<file path="src/rtl/i2c_dam_pkg.sv">
package i2c_dam_pkg;

  typedef enum logic [1:0] {
    OP_START = 2'd0,
    OP_STOP  = 2'd1,
    OP_WRITE = 2'd2,
    OP_READ  = 2'd3
  } op_e;

  typedef enum logic [2:0] {
    ST_IDLE,
    ST_SETUP,
    ST_REC_HI,
    ST_REC_LO,
    ST_S_HOLD,
    ST_BIT_HI,
    ST_BIT_LO
  } st_e;

endpackage

</file>
<file path="src/rtl/i2c_dam_tick.sv">
// Quarter-bit timebase: mid marks the end of the first quarter of a step,
// step marks the end of the second one.
module i2c_dam_tick #(
  parameter int DIV_W = 16
) (
  input  logic             clk,
  input  logic             rst,
  input  logic             clear,
  input  logic [DIV_W-1:0] div,
  output logic             mid,
  output logic             step
);
  logic [DIV_W-1:0] cnt;
  logic             ph;
  logic             qtick;

  assign qtick = (cnt == div);
  assign mid   = qtick & ~ph;
  assign step  = qtick & ph;

  always_ff @(posedge clk) begin
    if (rst || clear) begin
      cnt <= '0;
      ph  <= 1'b0;
    end else if (qtick) begin
      cnt <= '0;
      ph  <= ~ph;
    end else begin
      cnt <= cnt + 1'b1;
    end
  end
endmodule

</file>
<file path="src/rtl/i2c_dam_shift.sv">
// One register serves both directions: it shifts out MSB first on write
// and shifts sampled bits in at the bottom on read.
module i2c_dam_shift #(
  parameter int BYTE_W = 8
) (
  input  logic              clk,
  input  logic              rst,
  input  logic              load,
  input  logic [BYTE_W-1:0] ldata,
  input  logic              shift,
  input  logic              sin,
  output logic              msb,
  output logic [BYTE_W-1:0] data
);
  always_ff @(posedge clk) begin
    if (rst)        data <= '0;
    else if (load)  data <= ldata;
    else if (shift) data <= {data[BYTE_W-2:0], sin};
  end

  assign msb = data[BYTE_W-1];
endmodule

</file>
<file path="src/rtl/i2c_dam_seq.sv">
module i2c_dam_seq
  import i2c_dam_pkg::*;
#(
  parameter int BYTE_W  = 8,
  parameter int MAX_REC = 9
) (
  input  logic clk,
  input  logic rst,
  input  logic cmd_valid,
  input  op_e  cmd_op,
  input  logic cmd_ack_prev,
  input  logic step,
  input  logic mid,
  input  logic sda_in,
  input  logic sr_msb,
  output logic scl_oe,
  output logic sda_oe,
  output logic busy,
  output logic done,
  output logic bus_err,
  output logic rx_nack,
  output logic tick_clr,
  output logic sr_load,
  output logic sr_shift,
  output logic rd_latch,
  output op_e  op_q
);
  localparam int KW = $clog2(BYTE_W + 1);
  localparam int RW = $clog2(MAX_REC + 1);
  localparam logic [KW-1:0] K_LAST = KW'(BYTE_W);
  localparam logic [RW-1:0] R_LAST = RW'(MAX_REC);

  st_e           st;
  logic [KW-1:0] k;
  logic [RW-1:0] rec;
  logic          accept;
  logic          is_bus_op;

  assign accept    = (st == ST_IDLE) && cmd_valid;
  assign is_bus_op = (op_q == OP_START) || (op_q == OP_STOP);
  assign tick_clr  = accept;
  assign sr_load   = accept;
  assign sr_shift  = ((st == ST_BIT_HI) && step && (op_q == OP_READ) && (k != '0)) ||
                     ((st == ST_BIT_LO) && mid && (op_q == OP_WRITE) && (k != K_LAST));
  assign rd_latch  = (st == ST_BIT_LO) && step && (op_q == OP_READ) && (k == K_LAST);

  always_ff @(posedge clk) begin
    if (rst) begin
      st      <= ST_IDLE;
      scl_oe  <= 1'b0;
      sda_oe  <= 1'b0;
      busy    <= 1'b0;
      done    <= 1'b0;
      bus_err <= 1'b0;
      rx_nack <= 1'b0;
      k       <= '0;
      rec     <= '0;
      op_q    <= OP_START;
    end else begin
      done <= 1'b0;
      case (st)
        ST_IDLE: begin
          if (cmd_valid) begin
            busy    <= 1'b1;
            bus_err <= 1'b0;
            op_q    <= cmd_op;
            k       <= '0;
            rec     <= '0;
            st      <= ST_SETUP;
            case (cmd_op)
              OP_WRITE: sda_oe <= 1'b1;
              OP_READ:  sda_oe <= cmd_ack_prev;
              default:  sda_oe <= 1'b0;
            endcase
          end
        end
        ST_SETUP: begin
          if (step) begin
            scl_oe <= 1'b0;
            st     <= is_bus_op ? ST_REC_HI : ST_BIT_HI;
          end
        end
        ST_REC_HI: begin
          if (step) begin
            if (sda_in) begin
              if (op_q == OP_START) begin
                sda_oe <= 1'b1;
                st     <= ST_S_HOLD;
              end else begin
                st   <= ST_IDLE;
                busy <= 1'b0;
                done <= 1'b1;
              end
            end else if (rec == R_LAST) begin
              bus_err <= 1'b1;
              st      <= ST_IDLE;
              busy    <= 1'b0;
              done    <= 1'b1;
            end else begin
              rec    <= rec + 1'b1;
              scl_oe <= 1'b1;
              st     <= ST_REC_LO;
            end
          end
        end
        ST_REC_LO: begin
          if (step) begin
            scl_oe <= 1'b0;
            st     <= ST_REC_HI;
          end
        end
        ST_S_HOLD: begin
          if (step) begin
            st   <= ST_IDLE;
            busy <= 1'b0;
            done <= 1'b1;
          end
        end
        ST_BIT_HI: begin
          if (step) begin
            scl_oe <= 1'b1;
            st     <= ST_BIT_LO;
          end
        end
        ST_BIT_LO: begin
          if (mid) begin
            if (op_q == OP_WRITE) sda_oe <= (k == K_LAST) ? 1'b0 : ~sr_msb;
            else if (k == '0)     sda_oe <= 1'b0;
          end
          if (step) begin
            if (k == K_LAST) begin
              if (op_q == OP_WRITE) rx_nack <= sda_in;
              st   <= ST_IDLE;
              busy <= 1'b0;
              done <= 1'b1;
            end else begin
              k      <= k + 1'b1;
              scl_oe <= 1'b0;
              st     <= ST_BIT_HI;
            end
          end
        end
        default: st <= ST_IDLE;
      endcase
    end
  end
endmodule

</file>
<file path="src/rtl/i2c_defack_master.sv">
module i2c_defack_master
  import i2c_dam_pkg::*;
#(
  parameter int DIV_W   = 16,
  parameter int BYTE_W  = 8,
  parameter int MAX_REC = 9
) (
  input  logic              clk,
  input  logic              rst,
  input  logic [DIV_W-1:0]  quarter_div,
  input  logic              cmd_valid,
  input  logic [1:0]        cmd_op,
  input  logic              cmd_ack_prev,
  input  logic [BYTE_W-1:0] cmd_wdata,
  input  logic              sda_in,
  output logic              scl_oe,
  output logic              sda_oe,
  output logic              busy,
  output logic              done,
  output logic              bus_err,
  output logic [BYTE_W-1:0] rx_data,
  output logic              rx_nack
);
  logic              q_mid, q_step, t_clr;
  logic              sr_load, sr_shift, sr_msb, rd_latch;
  logic [BYTE_W-1:0] sr_data;
  op_e               op_q;

  i2c_dam_tick #(.DIV_W(DIV_W)) tick_i (
    .clk(clk), .rst(rst), .clear(t_clr), .div(quarter_div),
    .mid(q_mid), .step(q_step)
  );

  i2c_dam_shift #(.BYTE_W(BYTE_W)) shift_i (
    .clk(clk), .rst(rst), .load(sr_load), .ldata(cmd_wdata),
    .shift(sr_shift), .sin(sda_in), .msb(sr_msb), .data(sr_data)
  );

  i2c_dam_seq #(.BYTE_W(BYTE_W), .MAX_REC(MAX_REC)) seq_i (
    .clk(clk), .rst(rst), .cmd_valid(cmd_valid), .cmd_op(op_e'(cmd_op)),
    .cmd_ack_prev(cmd_ack_prev), .step(q_step), .mid(q_mid), .sda_in(sda_in),
    .sr_msb(sr_msb), .scl_oe(scl_oe), .sda_oe(sda_oe), .busy(busy),
    .done(done), .bus_err(bus_err), .rx_nack(rx_nack), .tick_clr(t_clr),
    .sr_load(sr_load), .sr_shift(sr_shift), .rd_latch(rd_latch), .op_q(op_q)
  );

  always_ff @(posedge clk) begin
    if (rst)           rx_data <= '0;
    else if (rd_latch) rx_data <= sr_data;
  end
endmodule

</file>
<file path="config.mk">
export PLATFORM = sky130hd
export DESIGN_NAME = i2c_defack_master
export DESIGN_NICKNAME = d
export VERILOG_FILES = /design/src/rtl/i2c_dam_pkg.sv /design/src/rtl/i2c_dam_tick.sv /design/src/rtl/i2c_dam_shift.sv /design/src/rtl/i2c_dam_seq.sv /design/src/rtl/i2c_defack_master.sv
export SDC_FILE = /design/constraint.sdc
export NUM_CORES = 1
export LEC_CHECK = 0
export CAP_MARGIN = 20
export CORE_MARGIN = 2
export CORE_UTILIZATION = 30
export CTS_CLUSTER_SIZE = 16
export DETAILED_ROUTE_END_ITERATION = 12
export DONT_BUFFER_PORTS = 1
export PLACE_DENSITY = 0.45
export SETUP_SLACK_MARGIN = 0.4
export SYNTH_ARGS = -nofsm -noshare
export SYNTH_HDL_FRONTEND = slang
export SYNTH_SLANG_ARGS = --single-unit
</file>
<file path="constraint.sdc">
create_clock -name clk -period 3.34 [get_ports clk]
set_input_delay 0.334 -clock clk [delete_from_list [all_inputs] [get_ports clk]]
set_output_delay 0.334 -clock clk [all_outputs]
set_load 0.05 [all_outputs]
</file>
==> metrics.txt <==
# TYPE chip_impl_metric gauge
chip_impl_metric{name="cts_hold_repair.buffers",unit=""} 0
chip_impl_metric{name="ioPinCount",unit=""} 45
chip_impl_metric{name="groute.usage.overall",unit=""} 0.1352
chip_impl_metric{name="final.setup.tns",unit="ps"} 0
chip_impl_info{name="cts_tree",value="yes"} 1
chip_impl_metric{name="synth_cells",unit=""} 304
chip_impl_metric{name="area_delta_synth_final",unit="%"} 8.198
chip_impl_metric{name="h-tree-depth",unit=""} 2
chip_impl_metric{name="chipWidth",unit="µm"} 98.63
chip_impl_metric{name="drt_drc_violations_left",unit=""} 0
chip_impl_metric{name="p_comb_frac",unit=""} 0.122
chip_impl_metric{name="clock_path_buffers",unit=""} 2
chip_impl_info{name="crit_path_end_kind",value="flip-flop"} 1
chip_impl_info{name="dominantRegCellSynth",value="sky130_fd_sc_hd__dfxtp_1"} 1
chip_impl_metric{name="resized_gates_after_cts",unit=""} 0
chip_impl_metric{name="floorplan.die_area",unit="µm²"} 9727
chip_impl_metric{name="cp_data_required_time",unit="ps"} 3570
chip_impl_metric{name="rows",unit=""} 34
chip_impl_metric{name="proportion_of_register_bits_with_asynchronous_set_or_reset_after_synthesis",unit=""} 0
chip_impl_metric{name="syn-mean-instance-area",unit="µm²"} 8.837
chip_impl_metric{name="grt_pass1_wl",unit="µm"} 10690
chip_impl_metric{name="worst_r2r_path_depth",unit=""} 7
chip_impl_metric{name="overflow",unit=""} 0
chip_impl_metric{name="relative_slew_margins",unit=""} 0.5972
chip_impl_metric{name="leakage",unit="nW"} 0.9914
chip_impl_metric{name="timing.final.crit_share",unit=""} 0.6763
chip_impl_metric{name="dr.pass1.iters",unit=""} 4
chip_impl_metric{name="hold_viol_final",unit=""} 0
chip_impl_metric{name="detail_route.wl_per_cell",unit="µm"} 15.37
chip_impl_metric{name="power_switching",unit="W"} 0.0003613
chip_impl_metric{name="post-route-worst-setup-slack",unit="ps"} 1081
chip_impl_metric{name="hold-path-cell-count",unit=""} 1
chip_impl_metric{name="synth-seq-cells",unit=""} 52
chip_impl_metric{name="cts_buffers",unit=""} 5
chip_impl_info{name="hold_path_class",value="in -> reg"} 1
chip_impl_metric{name="period_needed",unit="ps"} 2259
chip_impl_metric{name="p_seq_frac",unit=""} 0.495
chip_impl_metric{name="drive_above_1_share",unit=""} 0.08054
chip_impl_metric{name="place_ws",unit="ps"} 1130
chip_impl_metric{name="dpl.cell_count",unit=""} 398
chip_impl_metric{name="worst-path-max-fanout",unit=""} 12
chip_impl_metric{name="number_of_global_route_vias_before_repair",unit=""} 2083
chip_impl_info{name="timing.setup.critical_path_class",value="reg -> reg"} 1
chip_impl_metric{name="report.final.setup_viol",unit=""} 0
chip_impl_metric{name="drt-vias-per-instance",unit=""} 5.030
chip_impl_info{name="timing.hold.worst.start",value="rst"} 1
chip_impl_metric{name="post-dp-hpwl",unit="µm"} 4499
chip_impl_metric{name="design.final.nets",unit=""} 333
chip_impl_metric{name="vdd_ir_drop_max",unit="mV"} 0.2420
chip_impl_metric{name="crit_arrival",unit="ps"} 2490
chip_impl_metric{name="finClkSkew",unit="ps"} 8.350
chip_impl_metric{name="clock_sinks",unit=""} 52
chip_impl_metric{name="worst_pin_slew",unit="ps"} 603.4
chip_impl_metric{name="slew_violations",unit=""} 0
chip_impl_metric{name="synthesis.yosys.warnings",unit=""} 0
chip_impl_info{name="path_cells",value="xnor2_1 -> nand4_1 -> nor4_2 -> buf_4 -> nand4b_1 -> or3_1 -> o31ai_2"} 1
chip_impl_metric{name="synth_edf_count",unit=""} 0
chip_impl_metric{name="post-cts-setup-buffers",unit=""} 0
chip_impl_info{name="crit_path_start_kind",value="flip-flop"} 1
chip_impl_metric{name="drt_wl_total",unit="µm"} 6242
chip_impl_metric{name="final.fill_count",unit=""} 917
chip_impl_info{name="root_buffer_selected_by_cts",value="sky130_fd_sc_hd__clkbuf_8"} 1
chip_impl_metric{name="post_layout_nonfiller_instances",unit=""} 406
chip_impl_metric{name="cap_violations",unit=""} 0
chip_impl_info{name="r2r_start",value="tick_i.cnt[3]"} 1
chip_impl_metric{name="pint",unit="W"} 0.001023
chip_impl_info{name="status",value="complete, no violations"} 1
chip_impl_metric{name="n_antenna_cell",unit=""} 0
chip_impl_metric{name="chipHeight",unit="µm"} 98.63
chip_impl_metric{name="placement.io_buffers",unit=""} 0
chip_impl_metric{name="gp_congestion",unit=""} 0.7962
chip_impl_metric{name="clk_lat_worst_skew",unit="ps"} 310
chip_impl_metric{name="post_synth_num_cell_types",unit=""} 46
chip_impl_info{name="hold_path_end",value="seq_i.scl_oe"} 1
chip_impl_info{name="timing.critical_path.slowest_stage_cell",value="sky130_fd_sc_hd__or3_1"} 1
chip_impl_info{name="worstReg2RegEnd",value="seq_i.rec[2]"} 1
chip_impl_metric{name="power_switching_share",unit=""} 0.2610
chip_impl_metric{name="detailroute.via_count",unit=""} 2042
chip_impl_info{name="rsz0062_at_grt",value="false"} 1
chip_impl_metric{name="place_area",unit="µm²"} 2769
chip_impl_metric{name="longest_individual_stage_delay_on_the_worst_path",unit="ps"} 440
chip_impl_metric{name="drt_first_iter_violations",unit=""} 87
chip_impl_metric{name="worst-r2r-setup-slack",unit="ps"} 1080
chip_impl_metric{name="maximum_number_of_pins_on_one_net_before_global_route_repair",unit=""} 38
chip_impl_metric{name="floorplan.core_area",unit="µm²"} 8721
chip_impl_metric{name="clk_pin_slew",unit="ps"} 100
chip_impl_metric{name="fin_area",unit="µm²"} 2907
chip_impl_metric{name="seq_total_area_yosys",unit=""} 0.3875
chip_impl_metric{name="p_clk_frac",unit=""} 0.383
chip_impl_metric{name="start_util",unit=""} 0.3080
chip_impl_metric{name="initial_antenna_violation_count",unit=""} 0
chip_impl_metric{name="synth_net_count",unit=""} 340
chip_impl_metric{name="drt.antenna.violating_nets",unit=""} 0
chip_impl_metric{name="power_density",unit="nW/µm²"} 476.2
chip_impl_metric{name="max_freq",unit="GHz"} 0.4427
chip_impl_metric{name="synthesis.area",unit="µm²"} 2686
## Yosys cell counts (8+ instances only)
library cell | count | share of area
sky130_fd_sc_hd__nand3_1 | 14 | 0.026
sky130_fd_sc_hd__nor2_1 | 50 | 0.070
sky130_fd_sc_hd__inv_1 | 11 | 0.015
sky130_fd_sc_hd__xor2_1 | 10 | 0.033
sky130_fd_sc_hd__a21oi_1 | 8 | 0.015
sky130_fd_sc_hd__mux2i_1 | 20 | 0.075
sky130_fd_sc_hd__mux2_2 | 8 | 0.034
sky130_fd_sc_hd__clkbuf_1 | 10 | 0.014
sky130_fd_sc_hd__dfxtp_1 | 52 | 0.39
sky130_fd_sc_hd__nand2_1 | 12 | 0.017
sky130_fd_sc_hd__xnor2_1 | 24 | 0.078
sky130_fd_sc_hd__nand4_1 | 9 | 0.021
sky130_fd_sc_hd__nor3_1 | 8 | 0.015
## stage by stage
step           hold WS, ps  utilization  power [W]
2_1_floorplan        452.1            -  0.0008375
3_3_place_gp         412.8       0.3175  0.0008719
3_5_place_dp         412.2       0.3175  0.0008712
4_1_cts              69.71       0.3333   0.001403
5_1_grt              58.12       0.3333   0.001454
6_report             83.56       0.3333   0.001384
## worst max-delay path by stage
stage                        from               to  cells past startpoint
floorplan              seq_i.k[0]  shift_i.data[1]                      9
global placement    tick_i.cnt[3]     seq_i.rec[2]                      7
detailed placement  tick_i.cnt[3]     seq_i.rec[2]                      7
CTS                 tick_i.cnt[3]     seq_i.rec[2]                      7
global route        tick_i.cnt[3]     seq_i.rec[2]                      7
finish              tick_i.cnt[3]     seq_i.rec[2]                      7
## kinds of logic (layout without fill, tap and decap cells)
| kind of cell | Yosys count | after routing | share of synthesized area |
|---|---|---|---|
| xor gates and xnor gates | 34 | 34 | 0.1109 |
| adders and majority gates | 5 | 5 | 0.02329 |
| AOI/OAI and AO/OA | 36 | 36 | 0.1043 |
| muxes | 28 | 28 | 0.1081 |
| DFF | 52 | 52 | 0.3875 |
| buffers and inverters | 27 | 21 | 0.04239 |
| and+or+nand+nor | 122 | 122 | 0.2236 |
## power by group through the flow
| stage | clock network [W] | logic [W] | registers, W |
|---|---|---|---|
| 6_report | 0.000530 | 0.000169 | 0.000686 |
| 3_5_place_dp | 0 | 0.000170 | 0.000701 |
| 5_1_grt | 0.000575 | 0.000186 | 0.000693 |
| 4_1_cts | 0.000546 | 0.000171 | 0.000687 |
| 3_3_place_gp | 0 | 0.000171 | 0.000701 |
| 2_1_floorplan | 0 | 0.000158 | 0.000680 |
## worst max-delay path, delay by kind of cell, from the launching register on
kind                      cells  cell delay, ps
buffers and inverters         1             260
AOI/OAI and AO/OA             1             170
xor gates and xnor gates      1             240
and+or+nand+nor               4            1140
DFF                           1             360
## cell usage in the layout (no fill, tap or decap), types with 2 or more instances in the layout
master / n
sky130_fd_sc_hd__nor3b_1: 3
sky130_fd_sc_hd__mux2i_1: 20
sky130_fd_sc_hd__o311ai_1: 2
sky130_fd_sc_hd__o221ai_1: 2
sky130_fd_sc_hd__xnor2_1: 24
sky130_fd_sc_hd__nor4_1: 5
sky130_fd_sc_hd__nand3_1: 14
sky130_fd_sc_hd__mux2_2: 8
sky130_fd_sc_hd__bufinv_16: 2
sky130_fd_sc_hd__nor3_1: 7
sky130_fd_sc_hd__nand2b_1: 3
sky130_fd_sc_hd__nand2_1: 12
sky130_fd_sc_hd__a221oi_1: 2
sky130_fd_sc_hd__buf_4: 2
sky130_fd_sc_hd__o211ai_1: 2
sky130_fd_sc_hd__or3_1: 4
sky130_fd_sc_hd__o41ai_1: 2
sky130_fd_sc_hd__nor2b_1: 3
sky130_fd_sc_hd__clkbuf_8: 5
sky130_fd_sc_hd__nand4_1: 9
sky130_fd_sc_hd__nor2_1: 50
sky130_fd_sc_hd__ha_1: 5
sky130_fd_sc_hd__inv_1: 11
sky130_fd_sc_hd__nand3b_1: 2
sky130_fd_sc_hd__o21ai_0: 5
sky130_fd_sc_hd__xor2_1: 10
sky130_fd_sc_hd__and3_1: 5
sky130_fd_sc_hd__a21oi_1: 8
sky130_fd_sc_hd__dfxtp_1: 52
## cell type report
type | instances | area, µm² | area share
multi-input cells | 225 | 1536 | 0.5286
flip-flops and latches | 52 | 1041 | 0.3582
well taps | 108 | 135.1 | 0.04649
clock buffers | 5 | 68.82 | 0.02368
clock inverters | 3 | 68.82 | 0.02368
inverters | 11 | 41.29 | 0.01421
repair buffers | 2 | 15.01 | 0.005166
## state kept, by name, indices dropped and copies added, names as in the netlist, 2 cells and up
register	cells
shift_i.data	8
rx_data	8
tick_i.cnt	16
seq_i.rec	4
seq_i.st	3
seq_i.k	4
seq_i.op_q	2
## per-layer routing
| metal | global-route usage | share of wire | vias up |
|---|---|---|---|
| li1 | - | - | 1045 |
| met2 | 0.2098 | 0.46 | 38 |
| met3 | 0.04397 | 0.062 | 5 |
| met1 | 0.1777 | 0.46 | 954 |
| met5 | 0 | 0 | - |
| met4 | 0.04531 | 0.013 | 0 |
No activity file was read; power rests on OpenSTA's default activity.
